## src/rtl/chg_pkg.sv

```systemverilog
package chg_pkg;

  typedef enum logic [2:0] {
    ST_SLEEP     = 3'd0,
    ST_PRE       = 3'd1,
    ST_FAST      = 3'd2,
    ST_DONE      = 3'd3,
    ST_SUSP_PRE  = 3'd4,
    ST_SUSP_FAST = 3'd5,
    ST_FLT_PROBE = 3'd6,
    ST_FLT_WAIT  = 3'd7
  } chg_state_e;

  localparam int unsigned NUM_FLAGS = 4;
  localparam int unsigned FL_LOW    = 0;
  localparam int unsigned FL_RCH    = 1;
  localparam int unsigned FL_TAPER  = 2;
  localparam int unsigned FL_TEMP   = 3;

endpackage

```

## src/rtl/chg_deglitch.sv

```systemverilog
module chg_deglitch #(
  parameter int unsigned TICKS = 16
) (
  input  logic clk,
  input  logic rst,
  input  logic raw,
  output logic flt
);
  localparam int unsigned CW = (TICKS > 1) ? $clog2(TICKS) : 1;
  localparam logic [CW-1:0] LIM = CW'(TICKS - 1);

  logic [CW-1:0] cnt;

  always_ff @(posedge clk) begin
    if (rst) begin
      cnt <= '0;
      flt <= 1'b0;
    end else if (raw == flt) begin
      cnt <= '0;
    end else if (cnt == LIM) begin
      flt <= raw;
      cnt <= '0;
    end else begin
      cnt <= cnt + 1'b1;
    end
  end

  // a filtered change always follows the level the raw input carried
  AST_DG_HOLD: assert property (@(posedge clk) disable iff (rst)
    (flt != $past(flt)) |-> ($past(raw) == flt));

endmodule

```

## src/rtl/chg_fsm.sv

```systemverilog
module chg_fsm
  import chg_pkg::*;
(
  input  logic       clk,
  input  logic       rst,
  input  logic       chg_en,
  input  logic       src_ok,
  input  logic       f_low,
  input  logic       f_rch,
  input  logic       f_taper,
  input  logic       f_temp,
  input  logic       therm_reg,
  input  logic       pre_tmo,
  input  logic       fast_tmo,
  output chg_state_e st_nxt,
  output logic       pre_en,
  output logic       fast_en,
  output logic       flt_cur_en,
  output logic       tmr_rst,
  output logic       tmr_pre_run,
  output logic       tmr_fast_run,
  output logic       tmr_hold
);
  chg_state_e st_q, st_d, start_tgt, flt_tgt;
  logic       run_ok, enter_pre, enter_fast;

  assign run_ok    = chg_en && src_ok;
  assign start_tgt = f_low ? ST_PRE : ST_FAST;
  assign flt_tgt   = f_rch ? ST_FLT_PROBE : ST_FLT_WAIT;

  always_comb begin
    st_d = st_q;
    if (!run_ok) begin
      st_d = ST_SLEEP;
    end else begin
      case (st_q)
        ST_SLEEP:     st_d = start_tgt;
        ST_PRE: begin
          if (f_temp)       st_d = ST_SUSP_PRE;
          else if (!f_low)  st_d = ST_FAST;
          else if (pre_tmo) st_d = flt_tgt;
        end
        ST_FAST: begin
          if (f_temp)                      st_d = ST_SUSP_FAST;
          else if (fast_tmo)               st_d = flt_tgt;
          else if (f_taper && !therm_reg)  st_d = ST_DONE;
        end
        ST_DONE:      if (f_rch) st_d = start_tgt;
        ST_SUSP_PRE:  if (!f_temp) st_d = ST_PRE;
        ST_SUSP_FAST: if (!f_temp) st_d = ST_FAST;
        ST_FLT_PROBE: if (!f_rch) st_d = ST_FLT_WAIT;
        ST_FLT_WAIT:  if (f_rch) st_d = start_tgt;
        default:      st_d = ST_SLEEP;
      endcase
    end
  end

  assign st_nxt     = st_d;
  assign enter_pre  = (st_d == ST_PRE)  && (st_q != ST_PRE)  && (st_q != ST_SUSP_PRE);
  assign enter_fast = (st_d == ST_FAST) && (st_q != ST_FAST) && (st_q != ST_SUSP_FAST);

  always_ff @(posedge clk) begin
    if (rst) begin
      st_q         <= ST_SLEEP;
      pre_en       <= 1'b0;
      fast_en      <= 1'b0;
      flt_cur_en   <= 1'b0;
      tmr_rst      <= 1'b0;
      tmr_pre_run  <= 1'b0;
      tmr_fast_run <= 1'b0;
      tmr_hold     <= 1'b0;
    end else begin
      st_q         <= st_d;
      pre_en       <= (st_d == ST_PRE);
      fast_en      <= (st_d == ST_FAST);
      flt_cur_en   <= (st_d == ST_FLT_PROBE);
      tmr_rst      <= enter_pre || enter_fast;
      tmr_pre_run  <= (st_d == ST_PRE)  || (st_d == ST_SUSP_PRE);
      tmr_fast_run <= (st_d == ST_FAST) || (st_d == ST_SUSP_FAST);
      tmr_hold     <= (st_d == ST_SUSP_PRE) || (st_d == ST_SUSP_FAST);
    end
  end

  AST_SLEEP_OFF: assert property (@(posedge clk) disable iff (rst)
    !run_ok |=> (!pre_en && !fast_en && !flt_cur_en && !tmr_hold));
  AST_HOLD_FROM_CHG: assert property (@(posedge clk) disable iff (rst)
    $rose(tmr_hold) |-> $past(pre_en || fast_en));
  AST_RESUME_NO_CLR: assert property (@(posedge clk) disable iff (rst)
    ($fell(tmr_hold) && (pre_en || fast_en)) |-> !tmr_rst);
  AST_DONE_NEEDS_TAPER: assert property (@(posedge clk) disable iff (rst)
    (st_q == ST_DONE && $past(st_q) == ST_FAST) |-> $past(f_taper && !therm_reg));
  AST_FAST_FLT_TMO: assert property (@(posedge clk) disable iff (rst)
    ((st_q == ST_FLT_PROBE || st_q == ST_FLT_WAIT) && $past(st_q) == ST_FAST)
      |-> $past(fast_tmo));

endmodule

```

## src/rtl/chg_stat_enc.sv

```systemverilog
module chg_stat_enc
  import chg_pkg::*;
(
  input  logic       clk,
  input  logic       rst,
  input  chg_state_e st_nxt,
  output logic       stat1_on,
  output logic       stat2_on
);
  logic s1_d, s2_d;

  always_comb begin
    case (st_nxt)
      ST_PRE:  begin s1_d = 1'b1; s2_d = 1'b1; end
      ST_FAST: begin s1_d = 1'b1; s2_d = 1'b0; end
      ST_DONE: begin s1_d = 1'b0; s2_d = 1'b1; end
      default: begin s1_d = 1'b0; s2_d = 1'b0; end
    endcase
  end

  always_ff @(posedge clk) begin
    if (rst) begin
      stat1_on <= 1'b0;
      stat2_on <= 1'b0;
    end else begin
      stat1_on <= s1_d;
      stat2_on <= s2_d;
    end
  end

endmodule

```

## src/rtl/chg_cycle_ctrl.sv

```systemverilog
module chg_cycle_ctrl
  import chg_pkg::*;
#(
  parameter int unsigned DG_TICKS = 22500
) (
  input  logic clk,
  input  logic rst,
  input  logic chg_en,
  input  logic src_ok,
  input  logic bat_low_raw,
  input  logic bat_rch_raw,
  input  logic taper_raw,
  input  logic temp_bad_raw,
  input  logic therm_reg,
  input  logic pre_tmo,
  input  logic fast_tmo,
  output logic pre_en,
  output logic fast_en,
  output logic flt_cur_en,
  output logic tmr_rst,
  output logic tmr_pre_run,
  output logic tmr_fast_run,
  output logic tmr_hold,
  output logic stat1_on,
  output logic stat2_on
);
  logic [NUM_FLAGS-1:0] flag_raw, flag_f;
  chg_state_e           st_nxt;

  assign flag_raw[FL_LOW]   = bat_low_raw;
  assign flag_raw[FL_RCH]   = bat_rch_raw;
  assign flag_raw[FL_TAPER] = taper_raw;
  assign flag_raw[FL_TEMP]  = temp_bad_raw;

  for (genvar gi = 0; gi < NUM_FLAGS; gi++) begin : g_dg
    chg_deglitch #(.TICKS(DG_TICKS)) dg_i (
      .clk (clk),
      .rst (rst),
      .raw (flag_raw[gi]),
      .flt (flag_f[gi])
    );
  end

  chg_fsm fsm_i (
    .clk          (clk),
    .rst          (rst),
    .chg_en       (chg_en),
    .src_ok       (src_ok),
    .f_low        (flag_f[FL_LOW]),
    .f_rch        (flag_f[FL_RCH]),
    .f_taper      (flag_f[FL_TAPER]),
    .f_temp       (flag_f[FL_TEMP]),
    .therm_reg    (therm_reg),
    .pre_tmo      (pre_tmo),
    .fast_tmo     (fast_tmo),
    .st_nxt       (st_nxt),
    .pre_en       (pre_en),
    .fast_en      (fast_en),
    .flt_cur_en   (flt_cur_en),
    .tmr_rst      (tmr_rst),
    .tmr_pre_run  (tmr_pre_run),
    .tmr_fast_run (tmr_fast_run),
    .tmr_hold     (tmr_hold)
  );

  chg_stat_enc enc_i (
    .clk      (clk),
    .rst      (rst),
    .st_nxt   (st_nxt),
    .stat1_on (stat1_on),
    .stat2_on (stat2_on)
  );

  AST_STAT_PRE: assert property (@(posedge clk) disable iff (rst)
    pre_en |-> (stat1_on && stat2_on));
  AST_STAT_FAST: assert property (@(posedge clk) disable iff (rst)
    fast_en |-> (stat1_on && !stat2_on));
  AST_STAT_PROBE: assert property (@(posedge clk) disable iff (rst)
    flt_cur_en |-> (!stat1_on && !stat2_on));

endmodule

```

## config.mk

```make
export PLATFORM = sky130hd
export DESIGN_NAME = chg_cycle_ctrl
export DESIGN_NICKNAME = d
export VERILOG_FILES = /design/src/rtl/chg_pkg.sv /design/src/rtl/chg_deglitch.sv /design/src/rtl/chg_fsm.sv /design/src/rtl/chg_stat_enc.sv /design/src/rtl/chg_cycle_ctrl.sv
export SDC_FILE = /design/constraint.sdc
export NUM_CORES = 1
export LEC_CHECK = 0
export ABC_AREA = 1
export BUFFER_PORTS_ARGS = -buffer_cell sky130_fd_sc_hd__buf_2
export CORE_ASPECT_RATIO = 1.4
export CORE_MARGIN = 4
export CORE_UTILIZATION = 54
export DETAILED_ROUTE_END_ITERATION = 8
export GPL_TIMING_DRIVEN = 0
export PLACE_DENSITY = 0.72
export SYNTH_ARGS = -nofsm -noshare
export SYNTH_HDL_FRONTEND = slang
export SYNTH_SLANG_ARGS = --single-unit
export TNS_END_PERCENT = 10
```

## constraint.sdc

```tcl
create_clock -name clk -period 1.9 [get_ports clk]
set_input_delay 0.19 -clock clk [delete_from_list [all_inputs] [get_ports clk]]
set_output_delay 0.19 -clock clk [all_outputs]
set_load 0.01 [all_outputs]
```

==> reports/metrics.cfg <==
[worst_setup_path]
timing.rr.start=g_dg[3].dg_i.cnt[0]
worstSetupPathType=reg -> reg
required_ns=2.14
crit_arrival_ns=1.90
critPathLaunch=g_dg[3].dg_i.cnt[0]
r2r_end=g_dg[3].dg_i.cnt[14]
reg2reg_depth=10
reg2reg_setup_slack_ns=0.24
crit_path_end_kind=flop
critPathLaunchType=flop
crit_fanout=5

[logic_synthesis]
yosysWarnings=0
yosysUniqueCellTypes=43
synth_nets=500
syn_area_um2=3700
seq_area_frac_synth=0.411
synth-main-ff-cell=dfxtp_1
async_flop_share=0
synth_edf_count=0
avgSynthCellArea_um2=7.64
synth-seq-cells=76
netlist_instances=485

[detailed_routing]
wl_per_cell_um=10.9
drt-initial-drc-count=115
drt-pass1-iter-count=4
vias=3013
drtAntennaViolNets=0
drc_errors=0
wirelength_um=6650
via_per_inst=4.93

[die]
die_area_um2=8270
coreArea_um2=6610
io_pins=20
fp.dieW_um=78.0
rows=35
start_util=0.560
die_h_um=106

[pwr]
powerDensity_nw_per_um2=774
power_mw=3.23
vdd_drop_max_mv=0.482
p_leak_nw=1.71

[global_routing]
first_global_vias=3004
grt_max_degree=15
overflow=0
antenna_found_initial=0
grt_pass1_wl_um=12200
grt_usage=0.179

[hold_path]
worstHoldStart=bat_rch_raw
hold_path_class=in -> reg
hold_end=g_dg[1].dg_i.flt
holdPathStages=3

[clock_network]
cts_root_buffer=clkbuf_8
post_cts_buffers=0
path_clk_slew_ns=0.08
htree_levels=3
clockBufferDepth=2
clk_latency_ns=0.35
cts.sinks=76
cts_buffers=9
cts_tree=yes
postCtsHoldBufs=0

[cells_and_area]
final_cell_area_um2=4170
diodes=0
multi_input_area_um2=1830
layout_commonest_cell=nand2_1
stdcell_count=611
drive_gt1_frac=0.208
fill_cells=600
regArea_um2=1520
layout_common_cells=nand2_1 (79), dfxtp_1 (76), inv_1 (75)
final_util=0.630
fin_nets=529
area.growth.synth_to_final_pct=12.5

[timing]
finalMaxSlewViolations=0
worstMarginPinSlew_ns=0.368
finalWorstPathRequiredPeriod_ns=1.66
finClkSkew_ns=0.00732
hold_violations=0
layout_setup_ws_ns=0.237
setup_viol=0
fmax_ghz=0.601
min_period_over_period=0.876
slew_headroom=0.753

[placement]
pre_cts_slack_ns=0.218
io_buffers=18
placed_cells=595
place.gp.congestion=0.824
placed_area_um2=3910
dpl.hpwl_um=5070

[status]
status=complete, no violations

[run]
cap_violations=0

through the flow:
step                       TNS, ns  hold slack [ns]
after global placement           0            0.438
after floorplan                  0            0.328
after CTS                        0           0.0895
after detailed placement         0            0.450
final                            0            0.105
after global routing      -0.00874            0.103
sequential cells by signal (all words and copies together), names as in the netlist:
name and count:
enc_i.stat1_on 1, enc_i.stat2_on 1, fsm_i.fast_en 1, fsm_i.flt_cur_en 1, fsm_i.pre_en 1, fsm_i.st_q 3
fsm_i.tmr_fast_run 1, fsm_i.tmr_hold 1, fsm_i.tmr_pre_run 1, fsm_i.tmr_rst 1, g_dg.dg_i.cnt 60, g_dg.dg_i.flt 4
cell type report:
class	count	share of cell area
well taps	92	0.0276
multi-input cells	320	0.440
plain buffers	7	0.0120
clock buffers	9	0.0297
flip-flops and latches	76	0.365
inverters	82	0.0742
repair buffers	18	0.0216
clock inverters	7	0.0297
worst max-delay path by stage:
stage | endpoint | slack, ns | cells past startpoint
detailed placement | g_dg[2].dg_i.cnt[10] | 0.22 | 7
global placement | g_dg[1].dg_i.cnt[13] | 0.25 | 10
finish | g_dg[3].dg_i.cnt[14] | 0.24 | 10
CTS | g_dg[2].dg_i.cnt[10] | 0.21 | 7
global route | g_dg[3].dg_i.cnt[14] | -0.009 | 10
floorplan | g_dg[1].dg_i.cnt[14] | 0.45 | 8
synthesized netlist by cell type (all sizes together) (4+ instances only):
| cell type | count | area share |
|---|---|---|
| nor4 | 4 | 0.011 |
| xor2 | 9 | 0.021 |
| o21ai | 14 | 0.022 |
| ha | 4 | 0.014 |
| dfxtp | 76 | 0.41 |
| buf | 7 | 0.014 |
| nand2 | 91 | 0.10 |
| nor2 | 77 | 0.10 |
| nand3 | 33 | 0.060 |
| nor3 | 23 | 0.041 |
| inv | 81 | 0.082 |
| nand4 | 11 | 0.020 |
| nor3b | 15 | 0.034 |
| a21oi | 23 | 0.035 |
critical path, stage by stage (launching register included):
cell and delay, ns:
dfxtp_1 0.38, ha_2 0.21, nand2_1 0.07, nor2_1 0.09
inv_1 0.06, nor2_1 0.16, nand2_2 0.12, nor2_4 0.15
nand3_1 0.11, o21ai_1 0.13, a21oi_1 0.06
layer usage:
metal,track usage,wire [um],vias to the layer above
li1,-,-,1609
met4,0.0613,96,0
met3,0.0508,231,12
met5,0,0,-
met2,0.341,3550,35
met1,0.183,2780,1357
power breakdown:
| group | leakage, nW | internal (mW) | switching, mW |
|---|---|---|---|
| Sequential | 0.614 | 1.60 | 0.00881 |
| Clock | 0.120 | 0.881 | 0.617 |
| Combinational | 0.973 | 0.0418 | 0.0738 |
| Total | 1.71 | 2.53 | 0.700 |
logic make-up after synthesis:
family	after synthesis	synth area share
xor gates and xnor gates	12	0.0284
AOI/OAI and AO/OA	46	0.0753
DFF	76	0.411
buffers and inverters	89	0.0969
and+or+nand+nor	258	0.375
adders and majority gates	4	0.0135
what timing repair did:
action | CTS | global route
gates resized for setup | 0 | 3
setup endpoints to repair | 0 | 2
endpoints found under the hold margin | 0 | 0
(Power assumes the default switching activity.)
